File: src/rtl/scan_sum_pkg.sv
package scan_sum_pkg;

    typedef enum logic [1:0] {
        SEQ_HALT  = 2'd0,
        SEQ_FETCH = 2'd1,
        SEQ_PULSE = 2'd2
    } seq_state_e;

endpackage

File: src/rtl/scan_seq.sv
module scan_seq
    import scan_sum_pkg::*;
(
    input  logic       clk,
    input  logic       rst_n,
    input  logic       clear,
    output seq_state_e state,
    output logic       pulse
);

    seq_state_e state_nxt;

    always_comb begin
        state_nxt = state;
        if (clear) begin
            state_nxt = SEQ_HALT;
        end else begin
            unique case (state)
                SEQ_HALT:  state_nxt = SEQ_FETCH;
                SEQ_FETCH: state_nxt = SEQ_PULSE;
                SEQ_PULSE: state_nxt = SEQ_FETCH;
                default:   state_nxt = SEQ_HALT;
            endcase
        end
    end

    always_ff @(posedge clk or negedge rst_n) begin
        if (!rst_n) state <= SEQ_HALT;
        else        state <= state_nxt;
    end

    // output decode: strobe only in the second phase of a step
    always_comb begin
        pulse = 1'b0;
        unique case (state)
            SEQ_HALT:  pulse = 1'b0;
            SEQ_FETCH: pulse = 1'b0;
            SEQ_PULSE: pulse = 1'b1;
            default:   pulse = 1'b0;
        endcase
    end

    // the strobe phase never repeats back to back
    p_pulse_single_r10: assert property (@(posedge clk) disable iff (!rst_n)
        pulse |=> !pulse);

endmodule

File: src/rtl/scan_addr_ctr.sv
module scan_addr_ctr #(
    parameter int ADDR_W = 16
) (
    input  logic              clk,
    input  logic              rst_n,
    input  logic              clear,
    input  logic              step,
    output logic [ADDR_W-1:0] addr
);

    localparam logic [ADDR_W-1:0] ADDR_ONE = ADDR_W'(1);

    always_ff @(posedge clk or negedge rst_n) begin
        if (!rst_n)     addr <= '0;
        else if (clear) addr <= '0;
        else if (step)  addr <= addr + ADDR_ONE;
    end

endmodule

File: src/rtl/scan_accum.sv
module scan_accum #(
    parameter int DATA_W = 8
) (
    input  logic              clk,
    input  logic              rst_n,
    input  logic              clear,
    input  logic              load,
    input  logic [DATA_W-1:0] rd_data,
    output logic [DATA_W-1:0] total,
    output logic              is_zero
);

    logic [DATA_W-1:0] sum;

    // carry out of the top bit is dropped: modulo 2^DATA_W
    assign sum     = total + rd_data;
    assign is_zero = ~|rd_data;

    always_ff @(posedge clk or negedge rst_n) begin
        if (!rst_n)     total <= '0;
        else if (clear) total <= '0;
        else if (load)  total <= sum;
    end

    // the total moves only on a load strobe
    p_total_hold_r4: assert property (@(posedge clk) disable iff (!rst_n || clear)
        !load |=> $stable(total));

endmodule

File: src/rtl/scan_sum_engine.sv
module scan_sum_engine
    import scan_sum_pkg::*;
#(
    parameter int ADDR_W = 16,
    parameter int DATA_W = 8
) (
    input  logic              clk,
    input  logic              rst_n,
    input  logic              clear,
    input  logic [DATA_W-1:0] rd_data,
    output logic [ADDR_W-1:0] addr,
    output logic [DATA_W-1:0] wr_data,
    output logic              wr_en
);

    localparam logic [ADDR_W-1:0] ADDR_ONE = ADDR_W'(1);

    seq_state_e state;
    logic       pulse;
    logic       is_zero;

    scan_seq u_seq (
        .clk   (clk),
        .rst_n (rst_n),
        .clear (clear),
        .state (state),
        .pulse (pulse)
    );

    scan_addr_ctr #(.ADDR_W(ADDR_W)) u_ctr (
        .clk   (clk),
        .rst_n (rst_n),
        .clear (clear),
        .step  (pulse),
        .addr  (addr)
    );

    scan_accum #(.DATA_W(DATA_W)) u_acc (
        .clk     (clk),
        .rst_n   (rst_n),
        .clear   (clear),
        .load    (pulse),
        .rd_data (rd_data),
        .total   (wr_data),
        .is_zero (is_zero)
    );

    assign wr_en = pulse & is_zero;

    // clear stops the scan and zeroes address and total
    p_clear_hold_r2: assert property (@(posedge clk) disable iff (!rst_n)
        clear |=> (addr == '0 && wr_data == '0 && !wr_en));

    // address is held across the fetch phase
    p_fetch_hold_r3: assert property (@(posedge clk) disable iff (!rst_n || clear)
        (state == SEQ_FETCH) |=> $stable(addr));

    // address advances by one after the strobe phase
    p_pulse_adv_r3: assert property (@(posedge clk) disable iff (!rst_n || clear)
        (state == SEQ_PULSE) |=> (addr == $past(addr) + ADDR_ONE));

    // writing on a zero byte leaves the total unchanged
    p_zero_keep_r6: assert property (@(posedge clk) disable iff (!rst_n || clear)
        wr_en |=> $stable(wr_data));

    // a write strobe only sees an address that has settled
    p_wr_stable_r10: assert property (@(posedge clk) disable iff (!rst_n || clear)
        wr_en |-> $stable(addr));

endmodule

File: config.mk
export PLATFORM = sky130hd
export DESIGN_NAME = scan_sum_engine
export DESIGN_NICKNAME = d
export VERILOG_FILES = /design/src/rtl/scan_sum_pkg.sv /design/src/rtl/scan_seq.sv /design/src/rtl/scan_addr_ctr.sv /design/src/rtl/scan_accum.sv /design/src/rtl/scan_sum_engine.sv
export SDC_FILE = /design/constraint.sdc
export NUM_CORES = 1
export LEC_CHECK = 0
export BUFFER_PORTS_ARGS = -buffer_cell sky130_fd_sc_hd__buf_2
export CELL_PAD_IN_SITES_DETAIL_PLACEMENT = 0
export CELL_PAD_IN_SITES_GLOBAL_PLACEMENT = 2
export CORE_MARGIN = 5
export CORE_UTILIZATION = 30
export CTS_CLUSTER_SIZE = 28
export DETAILED_ROUTE_END_ITERATION = 10
export GPL_TIMING_DRIVEN = 0
export HOLD_SLACK_MARGIN = 0.06
export PLACE_DENSITY = 0.72
export SLEW_MARGIN = 20
export SYNTH_ARGS = -nofsm -noshare
export SYNTH_HDL_FRONTEND = slang
export SYNTH_HIERARCHICAL = 1
export SYNTH_SLANG_ARGS = --single-unit
File: constraint.sdc
create_clock -name clk -period 1.65 [get_ports clk]
set_input_delay 0.0825 -clock clk [delete_from_list [all_inputs] [get_ports clk]]
set_output_delay 0.0825 -clock clk [all_outputs]
set_load 0.05 [all_outputs]
==> results.py, run 1 <==
metrics = {
    "yosys": {
        "yosys_register_bits": 26,
        "ys_types": 47,
        "synth_top_area_cell": "dfrtp_1",
        "async_flop_share": 1.00,
        "yosys.area.top_type_share": 0.403,
        "postSynthAreaPerCell_um2": 10.3,
        "synth_nets": 177,
        "synth_cells": 157,
        "synthesis.area_mm2": 0.00162,
        "ys.warnings.count": 6,
        "yosysSeqAreaShare": 0.403,
        "synthTopCellsByArea": "dfrtp_1, ha_1, xnor2_1, nor2_1, mux2i_1",
        "synth_edf_count": 0,
        "synth_ff_type": "dfrtp_1",
    },
    "final_layout": {
        "synthToLayoutAreaGrowth_pct": 38.4,
        "nFillCells": 514,
        "mostFrequentLayoutCells": "buf_2, nor2_1, dfrtp_2",
        "final_area_mm2": 0.00224,
        "final_common_cell": "buf_2",
        "drive_above_1_share": 0.474,
        "nets": 234,
        "num_antenna_cells": 0,
    },
    "timing": {
        "finalSetupViolations": 4,
        "fmax_mhz": 586,
        "fin_worst_skew_ns": 0.00981,
        "relSlewSlack": 0.583,
        "tightest_slew_ns": 0.626,
        "drv_slew": 0,
        "grt_setup_unrepaired": "yes",
        "hold_viol": 0,
        "period_share": 1.03,
        "layout_setup_ws_ns": -0.0577,
        "period_needed_ns": 1.71,
    },
    "placed_design": {
        "place_worst_setup_slack_ns": -0.284,
        "place_area_mm2": 0.00199,
        "portBuffers": 35,
        "routabilityCongestion": 0.751,
        "hpwl_um": 2960,
    },
    "pwr": {
        "intPower_w": 0.000929,
        "switching_share": 0.281,
        "power_density_mw_per_mm2": 578,
        "pwr-share-seq": 0.515,
        "power_frac_clock": 0.291,
        "combPwrFrac": 0.194,
        "peakVddDrop_uv": 359,
        "leakage_nw": 1.03,
        "switching_power_w": 0.000363,
    },
    "worst_setup_path": {
        "r2r_setup_slack_ns": -0.06,
        "crit_path_end_kind": "flip-flop",
        "r2r_cells": 7,
        "worst_ep_arrival_time_ns": 1.90,
        "required_ns": 1.84,
        "cp_max_fo": 2,
        "cp-start-kind": "flip-flop",
        "path_class": "flip-flop to flip-flop",
    },
    "global_route": {
        "grtUsageTotal": 0.115,
        "antenna_found_initial": 0,
        "overflow": 0,
        "first_global_vias": 1442,
        "grt_max_degree": 27,
        "grt_pass1_wl_um": 6760,
    },
    "cts": {
        "cts_tree": "built",
        "cts_max_level": 1,
        "insertion_delay_ns": 0.27,
        "cts.sinks": 26,
        "clk_pin_slew_ns": 0.10,
        "numCtsBuffers": 3,
        "clock_path_buffers": 2,
        "cts_root_buf": "clkbuf_8",
    },
    "routing": {
        "vias": 1393,
        "drt_pass1_iterations": 4,
        "drc_errors": 0,
        "routedWlPerCell_um": 14.3,
        "routed_wl_um": 4060,
        "ant_nets": 0,
        "vias_per_cell": 4.92,
        "first_iter_violations": 27,
    },
    "flow_run": {
        "cap_violations": 0,
    },
    "floorplan": {
        "dieArea_mm2": 0.00695,
        "dieWidth_um": 83.4,
        "initial_core_util": 0.312,
        "die_height_um": 83.4,
        "io_pins": 36,
        "core-area_mm2": 0.00517,
        "rows": 26,
    },
    "worst_hold_path": {
        "worstHoldPathType": "input pin to flip-flop",
        "whs_path_depth": 3,
    },
    "status": {
        "status": "finished, violations left",
        "violations": "setup timing",
    },
}
-- through the flow --
step / utilization / TNS (ns) / total power [W] / instances / hold slack [ns]
6_report: 0.432 / -0.157 / 0.00129 / 283 / 0.154
5_1_grt: 0.432 / -0.434 / 0.00136 / 283 / 0.174
4_1_cts: 0.421 / -0.311 / 0.00131 / 281 / 0.153
3_5_place_dp: 0.384 / -0.709 / 0.000898 / 262 / 0.142
3_3_place_gp: 0.384 / -0.612 / 0.000895 / 262 / 0.136
2_1_floorplan: - / -0.459 / 0.000825 / 157 / -0.213
-- synthesized netlist by cell type, types with 3 or more instances --
| cell | number |
|---|---|
| dfrtp_1 | 26 |
| nor2_1 | 23 |
| xnor2_1 | 10 |
| a21oi_1 | 8 |
| ha_1 | 8 |
| nand2_1 | 7 |
| nand3_1 | 6 |
| mux2i_1 | 5 |
| inv_1 | 4 |
| nand4_1 | 4 |
| nor4_2 | 4 |
| a21o_1 | 3 |
| nor3_1 | 3 |
| o21ai_0 | 3 |
| or3_1 | 3 |
| xor2_1 | 3 |
-- sequential cells by signal (all words and copies together) (netlist names) --
name and flops:
u_acc/total 8, u_ctr/addr 16, u_seq/state 2
-- critical path, cell delays in order (launching register included) --
cell and delay, ns:
dfrtp_2 0.43, ha_4 0.17, buf_4 0.14, a211oi_4 0.22
nor3_2 0.09, mux2_4 0.30, a21o_1 0.16, a21oi_2 0.10
-- power by group through the flow --
stage | combinational (W) | clock, W | sequential [W]
after detailed placement | 0.000219 | 0 | 0.000680
after global placement | 0.000216 | 0 | 0.000679
after floorplan | 0.000112 | 0 | 0.000713
final | 0.000250 | 0.000377 | 0.000666
after CTS | 0.000250 | 0.000397 | 0.000665
after global routing | 0.000273 | 0.000420 | 0.000667
-- logic make-up (layout without fill, tap and decap cells) --
kind of cell	count (synthesis)	in the layout	share of synthesized area
AOI/OAI and AO/OA	25	25	0.111
muxes	8	8	0.0565
xor gates and xnor gates	13	13	0.0705
adders and majority gates	9	9	0.0744
and+or+nand+nor	66	66	0.249
buffers and inverters	10	66	0.0356
DFF	26	26	0.403
-- final timing paths --
kind | from | end
worst max-delay path | u_acc/total[0]$_DFFE_PN0P_ | u_acc/total[7]$_DFFE_PN0P_
worst min register to register | u_seq/state[1]$_DFF_PN0_ | u_seq/state[1]$_DFF_PN0_
min in group asynchronous | rst_n | u_ctr/addr[3]$_DFFE_PN0P_
max in group asynchronous | rst_n | u_ctr/addr[6]$_DFFE_PN0P_
worst min-delay path | clear | u_ctr/addr[5]$_DFFE_PN0P_
worst max register to register | u_acc/total[0]$_DFFE_PN0P_ | u_acc/total[7]$_DFFE_PN0P_
-- cell type report --
type | count | area (um^2) | share of cell area
Inverter | 4 | 15.0 | 0.00672
Clock buffer | 4 | 45.0 | 0.0201
Multi-Input combinational cell | 121 | 1060 | 0.472
Timing Repair Buffer | 52 | 315 | 0.141
Sequential cell | 26 | 671 | 0.300
Tap cell | 70 | 87.6 | 0.0392
Buffer | 6 | 46.3 | 0.0207
-- what timing repair did --
action | 4_1_cts | 5_1_grt
resized for setup | 5 | 8
setup endpoints to repair | 8 | 10
pin swaps | 10 | 13
endpoints found under the hold margin | 28 | 0
setup buffers | 13 | 2
hold buffers | 2 | 0
-- metal layers --
metal | wire length [um] | part of all wire | vias up | track usage
met5 | 0 | 0 | - | 0
met4 | 19 | 0.0047 | 0 | 0.0223
met3 | 167 | 0.041 | 2 | 0.0178
met2 | 2020 | 0.50 | 28 | 0.211
met1 | 1850 | 0.46 | 687 | 0.142
li1 | - | - | 676 | -
Power figures use the tool's default switching activity.
==> inputs of run 2 (changes only) <==
CORE_UTILIZATION = 33   (was 30)
PLACE_DENSITY = default   (was 0.72)
PLACE_DENSITY_LB_ADDON = 0.1   (was default)
clock period = 1.9 ns   (was 1.65 ns; I/O delays follow)
==> results.py, run 2 (synthesized netlist as in run 1, its figures left out) <==
metrics = {
    "worst_setup_path": {
        "crit_path_end_kind": "flip-flop",
        "cpMaxStageDelayCell": "dfrtp_2",
        "path_class": "flip-flop to flip-flop",
        "cp_max_fo": 6,
        "r2r_setup_slack_ns": 0.06,
        "required_ns": 2.10,
        "cp-start-kind": "flip-flop",
        "crit_path_cell_trace": "ha_1, nand2_1, nor3_2, mux2_4, a21o_1, a21oi_2",
        "critical_path.max_stage_delay_ns": 0.43,
        "worst_ep_arrival_time_ns": 2.04,
    },
    "final_layout": {
        "mostFrequentLayoutCells": "buf_2, nor2_1, dfrtp_1",
        "nets": 225,
        "reg.largest.list": "u_ctr/addr x16, u_acc/total x8, u_seq/state x2",
        "synthToLayoutAreaGrowth_pct": 25.3,
        "drive_above_1_share": 0.363,
        "final_common_cell": "buf_2",
        "largest_register_ff_count": 16,
        "final_area_mm2": 0.00202,
        "num_antenna_cells": 0,
        "top_register": "u_ctr/addr",
    },
    "placed_design": {
        "hpwl_um": 2820,
        "portBuffers": 35,
        "routabilityCongestion": 0.764,
        "place_area_mm2": 0.00188,
    },
    "floorplan": {
        "core-area_mm2": 0.00472,
        "initial_core_util": 0.342,
        "dieArea_mm2": 0.00639,
        "rows": 25,
        "die_height_um": 80.0,
        "io_pins": 36,
        "dieWidth_um": 80.0,
    },
    "pwr": {
        "intPower_w": 0.000785,
        "combPwrFrac": 0.171,
        "peakVddDrop_uv": 381,
        "pwr-share-seq": 0.531,
        "switching_share": 0.277,
        "power_density_mw_per_mm2": 536,
        "leakage_nw": 0.909,
        "power_frac_clock": 0.298,
        "switching_power_w": 0.000301,
    },
    "global_route": {
        "grt_pass1_wl_um": 6370,
        "grtUsageTotal": 0.124,
        "first_global_vias": 1327,
        "grt_max_degree": 27,
        "overflow": 0,
        "antenna_found_initial": 0,
    },
    "cts": {
        "cts_max_level": 1,
        "insertion_delay_ns": 0.27,
        "cts_root_buf": "clkbuf_8",
        "clk_pin_slew_ns": 0.09,
        "cts_tree": "built",
        "numCtsBuffers": 3,
        "cts.sinks": 26,
        "clock_path_buffers": 2,
    },
    "routing": {
        "drt_pass1_iterations": 4,
        "routedWlPerCell_um": 14.1,
        "first_iter_violations": 76,
        "drc_errors": 0,
        "ant_nets": 0,
        "routed_wl_um": 3830,
        "vias_per_cell": 4.86,
        "vias": 1318,
    },
    "timing": {
        "period_share": 0.969,
        "fin_worst_skew_ns": 0.00195,
        "holdWs_ns": 0.251,
        "finalSetupViolations": 0,
        "fmax_mhz": 543,
        "drv_slew": 0,
        "tightest_slew_ns": 0.593,
        "hold_viol": 0,
        "relSlewSlack": 0.604,
        "finalSetupTns_ns": 0,
        "period_needed_ns": 1.84,
    },
    "status": {
        "status": "complete, no violations",
    },
    "flow_run": {
        "cap_violations": 0,
    },
    "worst_hold_path": {
        "worstHoldPathType": "input pin to flip-flop",
    },
}
[run 2: repair_timing]
item	CTS	global route
endpoints found under the hold margin	28	0
setup endpoints to repair	2	4
pin swaps	1	2
hold buffers	2	0
gates resized for setup	2	4
buffers inserted	1	6
[run 2: power by group through the flow]
stage                     Combinational [W]  Sequential (W)  Clock [W]
after global routing               0.000205        0.000579   0.000366
after CTS                          0.000175        0.000577   0.000340
after detailed placement           0.000171        0.000588          0
final                              0.000186        0.000577   0.000323
after global placement             0.000168        0.000587          0
after floorplan                   0.0000845        0.000617          0
[run 2: layout make-up]
| cell class | count | area, um^2 |
|---|---|---|
| Buffer | 5 | 35.0 |
| Clock buffer | 4 | 45.0 |
| Inverter | 4 | 15.0 |
| Sequential cell | 26 | 657 |
| Tap cell | 67 | 83.8 |
| Timing Repair Buffer | 44 | 248 |
| Multi-Input combinational cell | 121 | 941 |
| Fill cell | 470 | 2700 |
[run 2: final timing paths]
check	cells past startpoint	startpoint	to
max	6	u_acc/total[5]$_DFFE_PN0P_	u_acc/total[7]$_DFFE_PN0P_
min	4	rd_data[0]	u_acc/total[0]$_DFFE_PN0P_
max reg2reg	6	u_acc/total[5]$_DFFE_PN0P_	u_acc/total[7]$_DFFE_PN0P_
min reg2reg	1	u_seq/state[0]$_DFF_PN0_	u_seq/state[0]$_DFF_PN0_
max in group asynchronous	2	rst_n	u_acc/total[1]$_DFFE_PN0P_
min in group asynchronous	2	rst_n	u_acc/total[7]$_DFFE_PN0P_
[run 2: critical path: cells and delay by family, from the launching register on]
kind | cells | cell delay, ns
adders and majority gates | 1 | 0.37
DFF | 1 | 0.43
AOI/OAI and AO/OA | 2 | 0.29
and+or+nand+nor | 2 | 0.37
muxes | 1 | 0.33
[run 2: per-layer routing]
metal  vias up  wire length, um  track usage
li1        661                -            -
met1       634             1910        0.170
met2        21             1770        0.204
met3         2              133       0.0316
met4         0               19       0.0152
met5         -                0            0
[run 2: stage by stage]
step           instances  setup slack, ns   util  total power [W]
2_1_floorplan        157         -0.00137      -         0.000701
3_3_place_gp         259          -0.0429  0.399         0.000756
3_5_place_dp         259          -0.0379  0.399         0.000759
4_1_cts              265         0.000328  0.414          0.00109
5_1_grt              271          -0.0175  0.429          0.00115
6_report             271           0.0588  0.429          0.00109
==> inputs of run 3 (changes only) <==
CORE_UTILIZATION = 36   (was 33)
clock period = 2.21 ns   (was 1.9 ns; I/O delays follow)
==> results.py, run 3 (synthesized netlist as in run 1, its figures left out) <==
metrics = {
    "routing": {
        "first_iter_violations": 87,
        "drc_errors": 0,
        "vias_per_cell": 5.16,
        "routedWlPerCell_um": 14.4,
        "ant_nets": 0,
        "vias": 1290,
        "routed_wl_um": 3590,
        "drt_pass1_iterations": 4,
    },
    "final_layout": {
        "multi_input_area_um2": 907,
        "top_register": "u_ctr/addr",
        "layout.cells.non_filler": 250,
        "seqCellArea_um2": 651,
        "nFillCells": 426,
        "drive_above_1_share": 0.293,
        "final_area_mm2": 0.00193,
        "num_antenna_cells": 0,
        "reg.largest.list": "u_ctr/addr x16, u_acc/total x8, u_seq/state x2",
        "synthToLayoutAreaGrowth_pct": 19.5,
        "nets": 219,
        "mostFrequentLayoutCells": "buf_2, dfrtp_1, nor2_1",
        "largest_register_ff_count": 16,
        "final_common_cell": "buf_2",
    },
    "timing": {
        "drv_slew": 0,
        "period_share": 0.899,
        "finalSetupTns_ns": 0,
        "hold_viol": 0,
        "period_needed_ns": 1.99,
        "finalSetupViolations": 0,
        "grt_setup_unrepaired": "no",
        "tightest_slew_ns": 0.597,
        "fin_worst_skew_ns": 0.00199,
        "layout_setup_ws_ns": 0.223,
        "holdWs_ns": 0.240,
        "fmax_mhz": 503,
        "relSlewSlack": 0.602,
    },
    "placed_design": {
        "place_area_mm2": 0.00186,
        "place_worst_setup_slack_ns": 0.266,
        "hpwl_um": 2740,
        "portBuffers": 35,
        "routabilityCongestion": 0.797,
        "post-place-cells": 244,
    },
    "pwr": {
        "combPwrFrac": 0.155,
        "switching_power_w": 0.000252,
        "intPower_w": 0.000696,
        "peakVddDrop_uv": 312,
        "power_frac_clock": 0.323,
        "switching_share": 0.265,
        "pwr-share-seq": 0.522,
        "power_density_mw_per_mm2": 491,
        "leakage_nw": 0.896,
    },
    "worst_setup_path": {
        "path_class": "flip-flop to flip-flop",
        "crit_path_end_kind": "flip-flop",
        "worst_ep_arrival_time_ns": 2.15,
        "cp_max_fo": 9,
        "cp-start-kind": "flip-flop",
        "crit_path_cell_trace": "and2b_2, buf_4, o211ai_4, nor3_2, nor3b_2, mux2_4",
        "critical_path.max_stage_delay_ns": 0.40,
        "crit_buf_inv": 1,
        "cpMaxStageDelayCell": "dfrtp_1",
        "critical_path.top_delay_family": "simple AND/OR/NAND/NOR gates",
        "required_ns": 2.37,
    },
    "status": {
        "status": "complete, no violations",
    },
    "cts": {
        "postCtsSetupRepairBufs": 0,
        "clk_pin_slew_ns": 0.09,
        "numCtsBuffers": 3,
        "clock_path_buffers": 2,
        "cts.sinks": 26,
        "cts_root_buf": "clkbuf_8",
        "cts_max_level": 1,
        "insertion_delay_ns": 0.27,
        "cts-resized-gates": 0,
        "cts_tree": "built",
    },
    "global_route": {
        "first_global_vias": 1275,
        "grtUsageTotal": 0.121,
        "grt_max_degree": 27,
        "antenna_found_initial": 0,
        "overflow": 0,
        "grt_pass1_wl_um": 6020,
    },
    "floorplan": {
        "initial_core_util": 0.371,
        "dieWidth_um": 77.0,
        "rows": 24,
        "die_height_um": 77.0,
        "core-area_mm2": 0.00435,
        "io_pins": 36,
        "dieArea_mm2": 0.00593,
    },
    "flow_run": {
        "cap_violations": 0,
    },
    "worst_hold_path": {
        "worstHoldPathType": "input pin to flip-flop",
    },
}
[run 3: final timing paths]
check | from | end | slack [ns] | cells after the start
min in group asynchronous | rst_n | u_acc/total[7]$_DFFE_PN0P_ | 0.37 | 2
worst max-delay path | u_seq/state[0]$_DFF_PN0_ | u_ctr/addr[15]$_DFFE_PN0P_ | 0.22 | 6
worst min register to register | u_seq/state[0]$_DFF_PN0_ | u_seq/state[0]$_DFF_PN0_ | 0.45 | 1
max in group asynchronous | rst_n | u_ctr/addr[3]$_DFFE_PN0P_ | 1.45 | 2
worst max register to register | u_seq/state[0]$_DFF_PN0_ | u_ctr/addr[15]$_DFFE_PN0P_ | 0.22 | 6
worst min-delay path | rd_data[0] | u_acc/total[0]$_DFFE_PN0P_ | 0.24 | 4
[run 3: repair_timing]
| item | in CTS | in global routing |
|---|---|---|
| hold endpoints to repair | 28 | 0 |
| hold buffers | 2 | 0 |
| endpoints found under the setup margin | 0 | 0 |
[run 3: through the flow]
stage / utilization / total power (W)
after floorplan: - / 0.000602
after global placement: 0.426 / 0.000648
after detailed placement: 0.426 / 0.000650
after CTS: 0.443 / 0.000968
after global routing: 0.443 / 0.000997
final: 0.443 / 0.000948
[run 3: layout make-up]
class,instances,area share
clock buffer,4,0.0285
multi-input combinational,121,0.470
sequential,26,0.337
buffer,6,0.0220
tap,52,0.0337
inverter,4,0.00778
timing repair buffer,37,0.101
[run 3: power by group through the flow]
stage	clock network, W	logic (W)	registers (W)
global route	0.000337	0.000163	0.000497
CTS	0.000324	0.000149	0.000495
global placement	0	0.000144	0.000504
detailed placement	0	0.000146	0.000504
finish	0.000306	0.000147	0.000495
floorplan	0	0.0000725	0.000529
[run 3: layer usage]
| layer | vias to the layer above | global-route usage | wire [um] |
|---|---|---|---|
| met5 | - | 0 | 0 |
| met4 | 0 | 0.0206 | 14 |
| met3 | 2 | 0.0340 | 127 |
| met2 | 21 | 0.192 | 1680 |
| met1 | 624 | 0.166 | 1770 |
| li1 | 643 | - | - |
[run 3: worst reg2reg max path, cell delays in order (launching register included)]
cell	delay, ns
dfrtp_1	0.40
and2b_2	0.31
buf_4	0.21
o211ai_4	0.15
nor3_2	0.26
nor3b_2	0.24
mux2_4	0.31
